===== config.mk =====
export PLATFORM = sky130hd
export DESIGN_NAME = sdram_cmd_guard
export DESIGN_NICKNAME = d
export VERILOG_FILES = /design/src/rtl/sdram_guard_pkg.sv /design/src/rtl/sdram_cmd_decode.sv /design/src/rtl/sdram_cmd_judge.sv /design/src/rtl/sdram_bank_track.sv /design/src/rtl/sdram_cmd_guard.sv
export SDC_FILE = /design/constraint.sdc
export NUM_CORES = 1
export LEC_CHECK = 0
export ABC_CLOCK_PERIOD_IN_PS = 2250
export BUFFER_PORTS_ARGS = -buffer_cell sky130_fd_sc_hd__buf_2
export CORE_ASPECT_RATIO = 1.2
export CORE_MARGIN = 2
export CORE_UTILIZATION = 35
export CTS_BUF_LIST = sky130_fd_sc_hd__clkbuf_2 sky130_fd_sc_hd__clkbuf_4 sky130_fd_sc_hd__clkbuf_8
export CTS_CLUSTER_DIAMETER = 50
export DETAILED_ROUTE_END_ITERATION = 8
export GPL_TIMING_DRIVEN = 1
export HOLD_SLACK_MARGIN = 0.06
export PLACE_DENSITY = 0.61
export SKIP_LAST_GASP = 1
export SLEW_MARGIN = 20
export SYNTH_ARGS = -nofsm -noshare
export SYNTH_HDL_FRONTEND = slang
export SYNTH_SLANG_ARGS = --single-unit
export TNS_END_PERCENT = 1

===== constraint.sdc =====
create_clock -name clk -period 2.25 [get_ports clk]
set_input_delay 0.1125 -clock clk [delete_from_list [all_inputs] [get_ports clk]]
set_output_delay 0.1125 -clock clk [all_outputs]
set_load 0.005 [all_outputs]

===== src/rtl/sdram_guard_pkg.sv =====
package sdram_guard_pkg;

  typedef enum logic [2:0] {
    C_NOP = 3'd0,
    C_BST = 3'd1,
    C_RD  = 3'd2,
    C_WR  = 3'd3,
    C_ACT = 3'd4,
    C_PRE = 3'd5,
    C_REF = 3'd6,
    C_MRS = 3'd7
  } cmd_e;

  typedef enum logic [2:0] {
    B_IDLE    = 3'd0,
    B_OPENING = 3'd1,
    B_OPEN    = 3'd2,
    B_RD_AP   = 3'd3,
    B_WR_AP   = 3'd4,
    B_WR_REC  = 3'd5,
    B_CLOSING = 3'd6
  } bank_e;

  // Whether one bank in state st may take command c.
  function automatic logic bank_accepts(bank_e st, cmd_e c);
    case (c)
      C_NOP:        return 1'b1;
      C_BST:        return st != B_WR_AP;
      C_RD, C_WR:   return st == B_OPEN;
      C_ACT:        return st == B_IDLE;
      C_PRE:        return (st == B_IDLE) || (st == B_OPEN) || (st == B_CLOSING);
      default:      return st == B_IDLE;
    endcase
  endfunction

endpackage


===== src/rtl/sdram_cmd_decode.sv =====
module sdram_cmd_decode
  import sdram_guard_pkg::*;
(
  input  logic cs_n,
  input  logic ras_n,
  input  logic cas_n,
  input  logic we_n,
  output cmd_e cmd
);
  always_comb begin
    if (cs_n) begin
      cmd = C_NOP;
    end else begin
      case ({ras_n, cas_n, we_n})
        3'b111:  cmd = C_NOP;
        3'b110:  cmd = C_BST;
        3'b101:  cmd = C_RD;
        3'b100:  cmd = C_WR;
        3'b011:  cmd = C_ACT;
        3'b010:  cmd = C_PRE;
        3'b001:  cmd = C_REF;
        default: cmd = C_MRS;
      endcase
    end
  end
endmodule


===== src/rtl/sdram_cmd_judge.sv =====
module sdram_cmd_judge
  import sdram_guard_pkg::*;
#(
  parameter int NBANK = 4,
  localparam int BA_W = $clog2(NBANK)
)(
  input  cmd_e            cmd,
  input  logic [BA_W-1:0] ba,
  input  logic            a10,
  input  bank_e           st [NBANK],
  output logic            bad,
  output logic [BA_W-1:0] bad_bank,
  output logic [NBANK-1:0] hit
);
  logic             all_scope;
  logic [NBANK-1:0] covers;
  logic [NBANK-1:0] fail;

  assign all_scope = ((cmd == C_PRE) && a10) || (cmd == C_REF) || (cmd == C_MRS);

  for (genvar g = 0; g < NBANK; g++) begin : g_bank
    assign covers[g] = all_scope || (ba == BA_W'(g));
    assign fail[g]   = covers[g] && !bank_accepts(st[g], cmd);
    assign hit[g]    = covers[g] && !bad && (cmd != C_NOP);
  end

  assign bad = |fail;

  always_comb begin
    bad_bank = '0;
    for (int b = NBANK - 1; b >= 0; b--) begin
      if (fail[b]) bad_bank = BA_W'(b);
    end
  end
endmodule


===== src/rtl/sdram_bank_track.sv =====
module sdram_bank_track
  import sdram_guard_pkg::*;
#(
  parameter int TMR_W   = 4,
  parameter int TWR_CYC = 2
)(
  input  logic             clk,
  input  logic             rst_n,
  input  logic             hit,
  input  cmd_e             cmd,
  input  logic             a10,
  input  logic [TMR_W-1:0] trp,
  input  logic [TMR_W-1:0] trcd,
  input  logic [TMR_W-1:0] burst,
  output bank_e            state
);
  localparam logic [TMR_W-1:0] ONE    = TMR_W'(1);
  localparam logic [TMR_W-1:0] TWR_LD = (TWR_CYC < 1) ? ONE : TMR_W'(TWR_CYC);

  logic [TMR_W-1:0] cnt;
  logic [TMR_W-1:0] trp_ld, trcd_ld;
  logic             last;

  assign trp_ld  = (trp  == '0) ? ONE : trp;
  assign trcd_ld = (trcd == '0) ? ONE : trcd;
  assign last    = (cnt == ONE);

  always_ff @(posedge clk) begin
    if (!rst_n) begin
      state <= B_IDLE;
      cnt   <= '0;
    end else begin
      case (state)
        B_IDLE: if (hit && cmd == C_ACT) begin
          state <= B_OPENING;
          cnt   <= trcd_ld;
        end
        B_OPENING: if (last) state <= B_OPEN; else cnt <= cnt - ONE;
        B_OPEN: if (hit) begin
          if (cmd == C_RD && a10) begin
            state <= B_RD_AP;
            cnt   <= burst;
          end else if (cmd == C_WR && a10) begin
            state <= B_WR_AP;
            cnt   <= burst;
          end else if (cmd == C_PRE) begin
            state <= B_CLOSING;
            cnt   <= trp_ld;
          end
        end
        B_RD_AP: if (last) begin
          state <= B_CLOSING;
          cnt   <= trp_ld;
        end else cnt <= cnt - ONE;
        B_WR_AP: if (last) begin
          state <= B_WR_REC;
          cnt   <= TWR_LD;
        end else cnt <= cnt - ONE;
        B_WR_REC: if (last) begin
          state <= B_CLOSING;
          cnt   <= trp_ld;
        end else cnt <= cnt - ONE;
        B_CLOSING: if (last) state <= B_IDLE; else cnt <= cnt - ONE;
        default: state <= B_IDLE;
      endcase
    end
  end

  assert_timer_live_R3: assert property (@(posedge clk) disable iff (!rst_n)
    (state != B_IDLE && state != B_OPEN) |-> cnt != '0);
  assert_idle_exit_R3: assert property (@(posedge clk) disable iff (!rst_n)
    state == B_IDLE |=> (state == B_IDLE || state == B_OPENING));
  assert_close_done_R5: assert property (@(posedge clk) disable iff (!rst_n)
    (state == B_CLOSING && cnt == ONE) |=> state == B_IDLE);
  assert_rd_burst_exit_R7: assert property (@(posedge clk) disable iff (!rst_n)
    state == B_RD_AP |=> (state == B_RD_AP || state == B_CLOSING));
  assert_wr_burst_exit_R8: assert property (@(posedge clk) disable iff (!rst_n)
    state == B_WR_AP |=> (state == B_WR_AP || state == B_WR_REC));
endmodule


===== src/rtl/sdram_cmd_guard.sv =====
module sdram_cmd_guard
  import sdram_guard_pkg::*;
#(
  parameter int NBANK   = 4,
  parameter int TMR_W   = 4,
  parameter int TWR_CYC = 2,
  localparam int BA_W   = $clog2(NBANK)
)(
  input  logic               clk,
  input  logic               rst_n,
  input  logic               cs_n,
  input  logic               ras_n,
  input  logic               cas_n,
  input  logic               we_n,
  input  logic [BA_W-1:0]    ba,
  input  logic               a10,
  input  logic [TMR_W-1:0]   trp_cfg,
  input  logic [TMR_W-1:0]   trcd_cfg,
  input  logic [1:0]         bl_sel,
  output logic [3*NBANK-1:0] bank_state,
  output logic               illegal,
  output logic [BA_W-1:0]    illegal_bank,
  output logic [2:0]         illegal_code
);
  cmd_e             cmd;
  bank_e            st [NBANK];
  logic             bad;
  logic [BA_W-1:0]  bad_bank;
  logic [NBANK-1:0] hit;
  logic [TMR_W-1:0] burst;
  logic             all_idle;

  assign burst = TMR_W'(1) << bl_sel;

  sdram_cmd_decode u_dec (
    .cs_n(cs_n), .ras_n(ras_n), .cas_n(cas_n), .we_n(we_n), .cmd(cmd)
  );

  sdram_cmd_judge #(.NBANK(NBANK)) u_judge (
    .cmd(cmd), .ba(ba), .a10(a10), .st(st),
    .bad(bad), .bad_bank(bad_bank), .hit(hit)
  );

  for (genvar g = 0; g < NBANK; g++) begin : g_bank
    sdram_bank_track #(.TMR_W(TMR_W), .TWR_CYC(TWR_CYC)) u_trk (
      .clk(clk), .rst_n(rst_n), .hit(hit[g]), .cmd(cmd), .a10(a10),
      .trp(trp_cfg), .trcd(trcd_cfg), .burst(burst), .state(st[g])
    );
    assign bank_state[3*g +: 3] = st[g];
  end

  always_comb begin
    all_idle = 1'b1;
    for (int b = 0; b < NBANK; b++) if (st[b] != B_IDLE) all_idle = 1'b0;
  end

  always_ff @(posedge clk) begin
    if (!rst_n) begin
      illegal      <= 1'b0;
      illegal_bank <= '0;
      illegal_code <= '0;
    end else begin
      illegal      <= bad;
      illegal_bank <= bad ? bad_bank : '0;
      illegal_code <= bad ? cmd : 3'd0;
    end
  end

  assert_pulse_cause_R11: assert property (@(posedge clk) disable iff (!rst_n)
    illegal |-> $past(cmd) != C_NOP);
  assert_global_idle_R10: assert property (@(posedge clk) disable iff (!rst_n)
    ((cmd == C_REF || cmd == C_MRS) && !bad) |-> all_idle);
  assert_nop_clean_R2: assert property (@(posedge clk) disable iff (!rst_n)
    cmd == C_NOP |-> !bad);
endmodule


==> summary.txt <==
Status
  – Status: finished clean

Power
  – Leakage: 1.61 nW
  – Psw: 0.456 mW
  – Total power: roughly 1.5 mW
  – Clk pwr share: 0.327
  – PwrDens: 344 mW/mm2
  – Sequential Power Share: 0.428
  – Comb pwr share: 0.245
  – Peak VDD IR: 0.000165 V
  – Pint: 1.00 mW
  – Switching Share: 0.313

Global routing
  – Vias in the first global route: approximately 3,800
  – Global-route wire length before repair: 19.1 mm
  – All-Layer GR Usage: 0.220
  – Gr ovfl total: 0
  – Largest net degree at the start of global routing: 24
  – Initial antenna violation count: 0

Clocking
  – Hold buffer count at cts: 0
  – CTS Sinks: 34
  – H-tree lvl count: 2
  – Root Buffer: clkbuf_8
  – Maximum clock insertion buffer count: 2
  – CTS Buf Count: 5
  – CTS resizes: 0
  – Worst skew pair latency: 0.30 ns
  – Worst-path clk slew: 0.07 ns
  – Post-CTS Setup Inserts: 0
  – CTS tree: built

Detailed routing
  – 1st-iter DRT viols: approximately 250
  – DR WL/cell: approximately 17 um
  – WL final: around 12 mm
  – DRC: 0
  – Drt pass-1 iters: 5
  – Via count: 4,171
  – Vias per cell: 6.01
  – DRT antenna net count: 0

Final layout
  – # nets final: 596
  – Final Instance Count excl. Fillers: 694
  – Commonest non-fill, non-tap cells in the layout: o21ai_0 (54), nor2_1 (52), nand2_1 (51)
  – Share of layout cells above drive strength 1: 0.206
  – Commonest non-fill, non-tap cell in the layout: o21ai_0
  – P&R area growth vs syn: 18.3%
  – Antenna fix cells: 0

Die
  – Die Wd: 96.3 um
  – Core box area: 0.0100 mm2
  – Chip height: 115 um
  – Die ar.: 0.0111 mm2
  – IO Count: 37
  – Num rows: 40
  – Initial Util: 0.358

Synth
  – Syn Inst Count: approximately 510
  – Largest family of logic cells by synthesized area: compound AO/OA/AOI/OAI gates
  – Xor/xnor share of the synthesized area: 0.00734
  – Post-Synth Adder-Cell Area: 0.0280
  – Compound-Gate Fraction of Synth Area: 0.387
  – EDFF count, synth: 0
  – Post-Syn Area: 0.00358 mm2
  – Syn_nets: 541
  – Ys flop type: dfxtp_1
  – Mux share of post-synthesis cell area: 0.0371
  – Yosys cell types: 73
  – Post-Syn Area per Cell: a little under 7 um2
  – YS warnings: 0
  – Synth Area in Simple Gates: 0.278
  – Seq/Total Area, Yosys: 0.190
  – Synthesized flop and latch total: 34
  – Async SR Flop Fraction: 0

Timing
  – Min Clock Period, post-route: around 2.2 ns
  – RSZ-0062 raised after global routing: true
  – Tightest hold margin: slightly above 0.07 ns
  – Fmax: 459 MHz
  – Final Worst Setup Slack: between 0.07 and 0.08 ns
  – Worst-margin pin slew: 0.624 ns
  – Fin. Hold Viols: 0
  – Setup TNS: 0 ns
  – Count of final setup violators: 0
  – Skew final: about 0.0077 ns
  – Max-slew headroom: 0.579
  – Final Cycle Share: 0.968
  – Slew Limit Fails: 0

Placed design
  – Cell total after placement: 688
  – DP HPWL: 9.10 mm
  – Pre-CTS setup slack: ~0.037 ns
  – Placer Congestion: about 1
  – Port bufs: 36

Min path
  – Worst hold-check path type: primary input to flip-flop

Worst setup path
  – Crit start category: flip-flop
  – Arr. time, crit path: 2.38 ns
  – Worst setup path class: flip-flop to flip-flop
  – Kind of end point of the critical path: flip-flop
  – CP required: 2.45 ns
  – Max FO, Critical Path: 5

Run
  – Max cap viols: 0
-- cells by family (layout without fill, tap and decap cells) --
logic type,after synthesis,count (layout)
compound gates,198,198
xor+xnor,3,3
fa+ha+maj,8,8
buf+inv,63,117
flops,34,34
mux,12,12
simple gates,196,196
-- worst max-delay path, cell delays in order (launching register included) --
cell and delay, ns:
dfxtp_1 0.42, ha_1 0.19, nor3b_1 0.37, buf_4 0.20, nand2_1 0.13, nor3_1 0.20, a21oi_1 0.07, o221a_2 0.25
a311oi_1 0.26
-- per-layer routing --
metal | track usage | part of all wire | up-vias
li1 | - | - | 2029
met1 | 0.282 | 0.42 | 1948
met2 | 0.358 | 0.48 | 166
met3 | 0.0354 | 0.063 | 28
met4 | 0.102 | 0.038 | 0
met5 | 0 | 0 | -
-- stage by stage --
| stage | utilization | area (um2) |
|---|---|---|
| after floorplan | - | 3580 |
| after global routing | 0.423 | 4230 |
| final | 0.423 | 4230 |
| after global placement | 0.414 | 4140 |
| after CTS | 0.422 | 4230 |
| after detailed placement | 0.414 | 4140 |
-- final timing paths --
| check | startpoint | to | cells after the start | slack [ns] |
|---|---|---|---|---|
| worst max-delay path | g_bank[1].u_trk.cnt[0]$_SDFFE_PN0P_ | g_bank[1].u_trk.cnt[0]$_SDFFE_PN0P_ | 8 | 0.07 |
| worst min-delay path | cs_n | illegal_code[2]$_SDFF_PN0_ | 2 | 0.07 |
| worst max register to register | g_bank[1].u_trk.cnt[0]$_SDFFE_PN0P_ | g_bank[1].u_trk.cnt[0]$_SDFFE_PN0P_ | 8 | 0.07 |
| worst min register to register | g_bank[1].u_trk.cnt[1]$_SDFFE_PN0P_ | g_bank[1].u_trk.cnt[1]$_SDFFE_PN0P_ | 2 | 0.48 |
-- registers in the layout, indices dropped and copies added, names as in the netlist --
signal	flops
g_bank.u_trk.cnt	16
illegal_bank	2
illegal_code	3
illegal	1
g_bank.u_trk.state	12
-- power groups by stage --
stage / logic [mW] / clock network, mW / registers, mW
6_report: 0.357 / 0.476 / 0.624
5_1_grt: 0.388 / 0.512 / 0.626
4_1_cts: 0.353 / 0.489 / 0.624
3_5_place_dp: 0.351 / 0 / 0.638
3_3_place_gp: 0.345 / 0 / 0.637
2_1_floorplan: 0.215 / 0 / 0.637
-- cell type report --
cell class	instances	area (um2)
sequential	34	681
inverter	24	90.1
timing repair buffer	87	576
clock buffer	6	82.6
multi-input combinational	417	2650
tap	126	158
fill	1059	5780
-- Yosys cell counts (all sizes together) (4+ instances only) --
master | instances | area (um2)
a211oi | 10 | 85.1
o221ai | 6 | 52.6
a221oi | 5 | 50.0
dfxtp | 34 | 681
inv | 24 | 90.1
nand3b | 5 | 37.5
nand2 | 51 | 191
a22oi | 5 | 37.5
nor3 | 18 | 95.1
or3b | 4 | 37.5
nand2b | 10 | 62.6
clkbuf | 31 | 116
nand3 | 13 | 65.1
o31ai | 7 | 93.8
o21ai | 55 | 275
or2 | 4 | 25.0
a21oi | 46 | 230
a2bb2oi | 5 | 43.8
nor2b | 11 | 68.8
a22o | 4 | 35.0
o211ai | 8 | 60.1
mux2i | 11 | 110
buf | 8 | 51.3
nor3b | 9 | 67.6
nand4 | 4 | 25.0
a21o | 4 | 30.0
nor2 | 52 | 195
and2 | 4 | 25.0
a211o | 4 | 35.0
ha | 8 | 100
a311oi | 6 | 52.6
(Power assumes the default switching activity.)
